==> src/rtl/burst_seq_pkg.sv <==
package burst_seq_pkg;
    localparam int ADDR_W  = 17;
    localparam int BEAT_W  = 2;
    localparam int UPPER_W = ADDR_W - BEAT_W;

    typedef enum logic {
        ORDER_LINEAR = 1'b0,
        ORDER_INTLV  = 1'b1
    } order_e;

    typedef struct packed {
        logic [UPPER_W-1:0] upper;
        logic [BEAT_W-1:0]  start;
    } base_t;

    function automatic logic [BEAT_W-1:0] beat_offset(
        input order_e           ord,
        input logic [BEAT_W-1:0] start,
        input logic [BEAT_W-1:0] cnt
    );
        if (ord == ORDER_INTLV)
            return start ^ cnt;
        else
            return start + cnt;
    endfunction
endpackage

==> src/rtl/burst_base_reg.sv <==
module burst_base_reg
    import burst_seq_pkg::*;
#(
    parameter int AW = ADDR_W
) (
    input  logic          clk,
    input  logic          rst,
    input  logic          load,
    input  logic [AW-1:0] addr_in,
    output logic [AW-1:0] base_q
);
    always_ff @(posedge clk) begin
        if (rst)
            base_q <= '0;
        else if (load)
            base_q <= addr_in;
    end
endmodule

==> src/rtl/burst_beat_cnt.sv <==
module burst_beat_cnt
    import burst_seq_pkg::*;
#(
    parameter int BW = BEAT_W
) (
    input  logic          clk,
    input  logic          rst,
    input  logic          load,
    input  logic          advance,
    output logic [BW-1:0] cnt_q
);
    always_ff @(posedge clk) begin
        if (rst)
            cnt_q <= '0;
        else if (load)
            cnt_q <= '0;
        else if (advance)
            cnt_q <= cnt_q + 1'b1;
    end
endmodule

==> src/rtl/burst_addr_seq.sv <==
module burst_addr_seq
    import burst_seq_pkg::*;
(
    input  logic              clk,
    input  logic              rst,
    input  logic              load,
    input  logic [ADDR_W-1:0] addr_in,
    input  logic              advance,
    input  logic              mode,
    output logic [ADDR_W-1:0] addr_out
);
    logic [ADDR_W-1:0] base_q;
    logic [BEAT_W-1:0] cnt_q;
    base_t             base_s;
    order_e            ord;

    burst_base_reg #(.AW(ADDR_W)) u_base (
        .clk(clk), .rst(rst), .load(load), .addr_in(addr_in), .base_q(base_q)
    );

    burst_beat_cnt #(.BW(BEAT_W)) u_cnt (
        .clk(clk), .rst(rst), .load(load), .advance(advance), .cnt_q(cnt_q)
    );

    always_comb begin
        base_s   = base_t'(base_q);
        ord      = order_e'(mode);
        addr_out = {base_s.upper, beat_offset(ord, base_s.start, cnt_q)};
    end
endmodule

==> config.mk <==
export PLATFORM = sky130hd
export DESIGN_NAME = burst_addr_seq
export DESIGN_NICKNAME = d
export VERILOG_FILES = /design/src/rtl/burst_seq_pkg.sv /design/src/rtl/burst_base_reg.sv /design/src/rtl/burst_beat_cnt.sv /design/src/rtl/burst_addr_seq.sv
export SDC_FILE = /design/constraint.sdc
export NUM_CORES = 1
export LEC_CHECK = 0
export BUFFER_PORTS_ARGS = -buffer_cell sky130_fd_sc_hd__buf_2
export CELL_PAD_IN_SITES_DETAIL_PLACEMENT = 1
export CELL_PAD_IN_SITES_GLOBAL_PLACEMENT = 1
export CORE_MARGIN = 4
export CORE_UTILIZATION = 33
export DETAILED_ROUTE_END_ITERATION = 16
export MAX_ROUTING_LAYER = met4
export PLACE_DENSITY_LB_ADDON = 0.12
export SLEW_MARGIN = 20
export SYNTH_ARGS = -nofsm -noshare
export SYNTH_HDL_FRONTEND = slang
export SYNTH_SLANG_ARGS = --single-unit
==> constraint.sdc <==
create_clock -name clk -period 1.1 [get_ports clk]
set_input_delay 0.11 -clock clk [delete_from_list [all_inputs] [get_ports clk]]
set_output_delay 0.11 -clock clk [all_outputs]
set_load 0.03 [all_outputs]
Word level (Yosys, flattened, before mapping)
Cells that the tools add are included.
{"block": "op_classes", "multipliers": 0, "add_sub_neg": 2, "magnitude_cmp": 0, "n_reduce_logical": 1, "n_div": 0, "n_eq_ne": 0, "bitwise_logic": 1, "muxes": 1, "shifts": 0}
{"cell": "$add 2x1->2 const B", "n": 1}
{"cell": "$add 2x2->2", "n": 1}
{"cell": "$mux 2", "n": 1}
{"cell": "$reduce_or 2->1", "n": 1}
{"cell": "$xor 2x2->2", "n": 1}
{"block": "word_totals", "memories": 0, "latch_bits": 0, "romBits": 0, "ram_bits": 0, "register_bits": 19}

Logic depth before layout (Yosys ltp)
Gate-level depths: netlist (run 1).
{"block": "logic_depth", "depth_word": 2, "ltp_mapped": 4}

Modules after synthesis
A second synthesis (run 1) with hierarchy kept.
{"block": "unflattened", "hier_cells": 67, "hier_area_um2": 735.7}
{"mod": "burst_base_reg", "area_each_um2": 614.3, "n_inst": 1, "cells_per_inst": 55}
{"mod": "burst_beat_cnt", "area_each_um2": 85.1, "n_inst": 1, "cells_per_inst": 8}
{"mod": "burst_addr_seq", "area_each_um2": 36.3, "n_inst": 1, "cells_per_inst": 4}

Worst setup path after synthesis (run 1)
Ideal clock, no wire load.
{"block": "synth_path", "path_kind": "reg-to-output", "startpoint": "register u_cnt.cnt_q[0]", "endpoint": "output addr_out[1]", "n_path_buf": 0, "required_ps": 990, "slack_ps": -150, "t_arrival_ps": 1140, "stages_incl_launch_ff": 4, "cell_sequence": "dfxtp_1 > ha_1 > nor2b_1 > xnor2_1"}
{"block": "synth_between", "elab_chain_len": 2}
{"element": "start: declaration", "line": "burst_beat_cnt.sv:10", "rtl": "output logic [BW-1:0] cnt_q"}
{"element": "start signal: assignment", "line": "burst_beat_cnt.sv:18", "rtl": "cnt_q <= cnt_q + 1'b1;"}
{"element": "$add 2x2->2", "line": "burst_seq_pkg.sv:24", "rtl": "return start + cnt;"}
{"element": "$mux 2", "line": "burst_seq_pkg.sv:21", "rtl": "if (ord == ORDER_INTLV)"}
{"element": "end: declaration", "line": "burst_addr_seq.sv:10", "rtl": "output logic [ADDR_W-1:0] addr_out"}
Every way passes these cells.

Final worst setup path (run 1)
Same ends and word-level chain as after synthesis.

==> key figures, run 1 <==
CTS
  • Hold_buf cts: 0
  • CTS tree: yes
  • CTS Root Buffer Type: clkbuf_4
  • H-tree depth: 1
  • Total CTS buffers: 3
  • Clock tree buffer depth: 2
  • Setup Fix Bufs, Post-CTS: 0
  • Clk sink count: 19
  • Clock Latency Late Sink: 0.29 ns
  • Clock-pin transition on the worst setup and hold timing paths: 0.11 ns

Timing
  • Final period util: 122%
  • Clk_skew: 0.000253 ns
  • Fin. max-slew vios: 0
  • RSZ-0062 raised after global routing: true
  • Worst-Margin Slew: 0.320 ns
  • Final Setup Violations: 2
  • Final Critical Period: 1.34 ns
  • Endpoints failing hold: 0
  • Slew HR: 78.7%
  • Final worst slack: -0.239 ns
  • Fmax: 747 MHz

Synthesis
  • Syn avg cell area: 10.3 µm²
  • Synth warnings: 0
  • Count of different cell masters after synthesis: 14
  • Post-synthesis sequential area ratio: 45.0%
  • Mapped Nets: 105
  • Synthesized flop and latch total: 19
  • Post-Syn Area: 846 µm²
  • Post-synthesis cell count: 82

Drt
  • DR iter-0 viols: 6
  • Drt wl/cell: 12.7 µm
  • Routed Antenna Nets: 0
  • Final WL: 1740 µm
  • # DRC: 0
  • Drt pass-1 iters: 2
  • Vias: 624
  • DR vias/cell: 4.55

Final layout
  • Area grow syn2layout: 21.3%
  • N_diodes: 0
  • Share of layout cells above drive strength 1: 46.7%
  • # nets final: 131
  • Most used cells in the layout excluding fill and tap cells: buf_2 (36), nor2_1 (18), mux2i_1 (17), dfxtp_1 (17), clkbuf_4 (3)
  • Commonest non-fill, non-tap cell in the layout: buf_2
  • Final Non-Filler Cells: 137
  • Post-route cell area: 1030 µm²

Global routing
  • Remaining global-route overflow: 0
  • Vias in the first global route: 608
  • Initial antenna violation count: 0
  • First-pass GRT wire length: 2860 µm
  • All-layer global routing usage: 11.9%
  • Largest net degree at the start of global routing: 19

Setup path
  • Startpoint types: register
  • Crit-path max FO: 2
  • Kind of critical path: reg2out
  • Crit path DAT: 1.23 ns
  • Worst Reg-to-Reg Cells: 3
  • Req. time, crit path: 0.99 ns
  • Crit. End Element: primary output

Placed design
  • Dpl cell area: 955 µm²
  • Pre-CTS WS: -0.0533 ns
  • RePlAce Congestion: 0.650
  • Detail Placement HPWL: 1280 µm
  • DP Cell Count: 133
  • Port-buffer cells: 38

Outcome
  • Violated checks: setup timing
  • Status: finished, violations left

Power and ir drop
  • P per Cell Area: 1350 nW/µm²
  • Worst vdd ir: 560 µV
  • Pleak: 0.523 nW

Flow run
  • Reported max-cap violation count: 0

Floorplanning
  • Die X: 58.6 µm
  • Total core area: 2450 µm²
  • Starting density of the core: 34.5%
  • Die area: 3440 µm²
  • Die height: 58.6 µm
  • Site row count: 18
  • Io pins: 39

Min path
  • WHS Path Cells: 3
  • Hold Crit Class: in2reg
-- routing by layer --
metal | up-vias | GRT usage (%) | share of wire [%]
li1 | 303 | - | -
met1 | 297 | 13.1 | 39
met2 | 22 | 19.8 | 52
met3 | 2 | 3.29 | 8.2
met4 | 0 | 5.83 | 1.0
met5 | - | - | 0
-- logic make-up after synthesis --
family / share of synthesized area [%]
adders and majority gates: 1.48
buffers and inverters: 18.2
DFF: 45.0
AOI/OAI and AO/OA: 1.77
muxes: 20.1
and+or+nand+nor: 10.4
xor gates and xnor gates: 3.11
-- registers in the layout, indices dropped and copies added, names as in the netlist --
register,cells
u_base.base_q,17
u_cnt.cnt_q,2
-- critical path, cell delays in order, from the launching register on --
cell and delay [ns]:
dfxtp_4 0.37, ha_4 0.15, nor2b_4 0.12, xnor2_2 0.14, buf_6 0.15
-- Yosys cell counts --
cell type   n  area [µm²]
buf_6       1        11.3
buf_2       2        10.0
or2_1       1        6.26
nand3b_1    1        7.51
mux2i_1    17         170
dfxtp_1    19         380
a21bo_2     1        10.0
nor2b_1     1        6.26
buf_4      15         113
buf_12      1        20.0
a21oi_1     1        5.00
nor2_1     18        67.6
xnor2_1     3        26.3
ha_1        1        12.5
-- path summary, 6_finish.rpt --
| kind | startpoint | endpoint | slack [ns] |
|---|---|---|---|
| max | u_cnt.cnt_q[0] | addr_out[1] | -0.24 |
| min | addr_in[10] | u_base.base_q[10] | 0.05 |
| min reg2reg | u_base.base_q[16] | u_base.base_q[16] | 0.50 |
| max reg2reg | u_cnt.cnt_q[0] | u_cnt.cnt_q[1] | 0.24 |
-- stage by stage --
stage / total power, mW / hold slack [ns] / util [%] / TNS (ns)
floorplan: 0.989 / 0.247 / - / 0
finish: 1.38 / 0.0497 / 41.8 / -0.292
detailed placement: 1.03 / 0.358 / 38.9 / -0.0533
global route: 1.49 / 0.0336 / 41.8 / -0.432
CTS: 1.41 / 0.0430 / 41.4 / -0.303
global placement: 1.03 / 0.345 / 38.9 / 0
-- power breakdown --
part	switching [mW]	internal, mW
sequential	0.0208	0.727
combinational	0.163	0.122
clock	0.209	0.141
total	0.393	0.990
-- area by class of cell --
type	count	area [µm²]
Fill cell	306	1430
Sequential cell	19	385
Multi-Input combinational cell	44	347
Timing Repair Buffer	40	230
Tap cell	30	37.5
Clock buffer	4	26.3
-- what timing repair did --
action,4_1_cts,5_1_grt
hold endpoints to repair,0,0
cloned,0,0
gates resized for setup,10,2
endpoints found under the setup margin,2,2
pin swaps,1,2
Note: power is estimated with default switching activity, not from simulation.
==> run 2: changes to the inputs <==
- CELL_PAD_IN_SITES_DETAIL_PLACEMENT: 1 -> unset
- CELL_PAD_IN_SITES_GLOBAL_PLACEMENT: 1 -> unset
- CORE_UTILIZATION: 33 -> 48
- clock period: 1.1 -> 1.7 ns (I/O delays scaled with it)
==> run 2 against run 1 <==
The run now ends clean. Non-clock buffer count is 2 lower. Clock skew hardly changed. Sequential cell count stayed put. Total power is 38% lower. Count of clock-buffer cells in the layout stayed put. Global-route usage is 0.69 points higher.
==> key figures, run 2 (synthesis gave the netlist of run 1 again) <==
Outcome
  • Status: completed

Global routing
  • Vias in the first global route: 553
  • All-layer global routing usage: 12.6%
  • Remaining global-route overflow: 0
  • Initial antenna violation count: 0
  • Largest net degree at the start of global routing: 19
  • First-pass GRT wire length: 2370 µm

Timing
  • Slew HR: 65.6%
  • Endpoints failing hold: 0
  • RSZ-0062 raised after global routing: false
  • Final worst slack: 0.214 ns
  • Worst-Margin Slew: 0.517 ns
  • Final Critical Period: 1.49 ns
  • Fmax: 673 MHz
  • TNS Setup: 0 ns
  • Clk_skew: 0.0000385 ns
  • Fin. max-slew vios: 0
  • Final period util: 87.4%
  • Final Setup Violations: 0

Final layout
  • Max reg flops: 17
  • Most used cells in the layout excluding fill and tap cells: buf_2 (38), dfxtp_1 (19), nor2_1 (18)
  • Area grow syn2layout: 9.76%
  • # nets final: 129
  • Commonest non-fill, non-tap cell in the layout: buf_2
  • Leading registers by flop count: u_base.base_q: 17 flops, u_cnt.cnt_q: 2 flops
  • Reg with most FFs: u_base.base_q
  • Fillers: 150
  • Share of layout cells above drive strength 1: 40.0%
  • N_diodes: 0

CTS
  • Clk sink count: 19
  • CTS tree: yes
  • Total CTS buffers: 3
  • Clock Latency Late Sink: 0.28 ns
  • H-tree depth: 1
  • Clock tree buffer depth: 2
  • Post-CTS sizing: 0
  • Setup Fix Bufs, Post-CTS: 0
  • CTS Root Buffer Type: clkbuf_4
  • Hold_buf cts: 0
  • Clock-pin transition on the worst setup and hold timing paths: 0.10 ns

Drt
  • Final WL: 1360 µm
  • Drt pass-1 iters: 1
  • DR vias/cell: 4.65
  • DR iter-0 viols: 0
  • Drt wl/cell: 11.2 µm
  • Routed Antenna Nets: 0
  • # DRC: 0
  • Vias: 563

Min path
  • Hold Crit Class: in2reg
  • Hold_sp: addr_in[1]

Flow run
  • Reported max-cap violation count: 0

Setup path
  • Startpoint types: register
  • Crit-path max FO: 4
  • Kind of critical path: reg2out
  • Crit path DAT: 1.32 ns
  • R2r startpoint: u_cnt.cnt_q[1]
  • Req. time, crit path: 1.53 ns
  • Crit path launch: u_cnt.cnt_q[0]
  • Crit. End Element: primary output

Placed design
  • RePlAce Congestion: 0.624
  • Port-buffer cells: 38
  • Detail Placement HPWL: 1000 µm
  • Pre-CTS WS: 0.512 ns

Floorplanning
  • Die area: 2500 µm²
  • Die height: 50.0 µm
  • Die X: 50.0 µm
  • Starting density of the core: 53.7%
  • Total core area: 1580 µm²
  • Io pins: 39
  • Site row count: 14

Power and ir drop
  • Pleak: 0.497 nW
  • P per Cell Area: 924 nW/µm²
  • Worst vdd ir: 641 µV
run 2: cell types whose count changed in the layout (fill, tap and decap cells not counted), sizes merged:
cell,before,now
buf,40,38
run 2: worst paths after layout:
check | end | slack, ns | cells after the start
max | addr_out[1] | 0.21 | 4
min | u_base.base_q[1] | 0.12 | 3
max reg2reg | u_cnt.cnt_q[1] | 0.95 | 2
min reg2reg | u_base.base_q[5] | 0.49 | 2
run 2: cell type report:
class                           count  area [µm²]  area share, %
Tap cell                           16        20.0           2.16
Multi-Input combinational cell     44         312           33.6
Timing Repair Buffer               38         190           20.5
Clock buffer                        4        26.3           2.83
Sequential cell                    19         380           41.0
run 2: metal layers:
layer | up-vias | track usage, % | share of wire (%)
met4 | 0 | 5.53 | 0.59
met5 | - | - | 0
met2 | 24 | 18.7 | 45
met3 | 2 | 3.61 | 9.3
met1 | 243 | 15.8 | 45
li1 | 294 | - | -
run 2: stage by stage:
stage	util (%)	hold slack (ns)	area (µm²)	power, mW	instances
6_report	58.9	0.117	928	0.858	121
5_1_grt	58.9	0.0994	928	0.915	121
4_1_cts	58.9	0.104	928	0.878	121
3_5_place_dp	57.2	0.413	902	0.656	117
3_3_place_gp	57.2	0.404	902	0.653	117
2_1_floorplan	-	0.307	846	0.638	82
run 2: critical path, cell delays in order (launching register included):
cell and delay [ns]:
dfxtp_1 0.40, ha_1 0.16, nor2b_1 0.15, xnor2_1 0.12, buf_2 0.21
run 2: power breakdown:
| group | switching [mW] | internal [mW] | total [mW] |
|---|---|---|---|
| clock network | 0.122 | 0.0909 | 0.213 |
| logic | 0.0984 | 0.0632 | 0.162 |
| registers | 0.0123 | 0.470 | 0.483 |
| total | 0.233 | 0.624 | 0.858 |
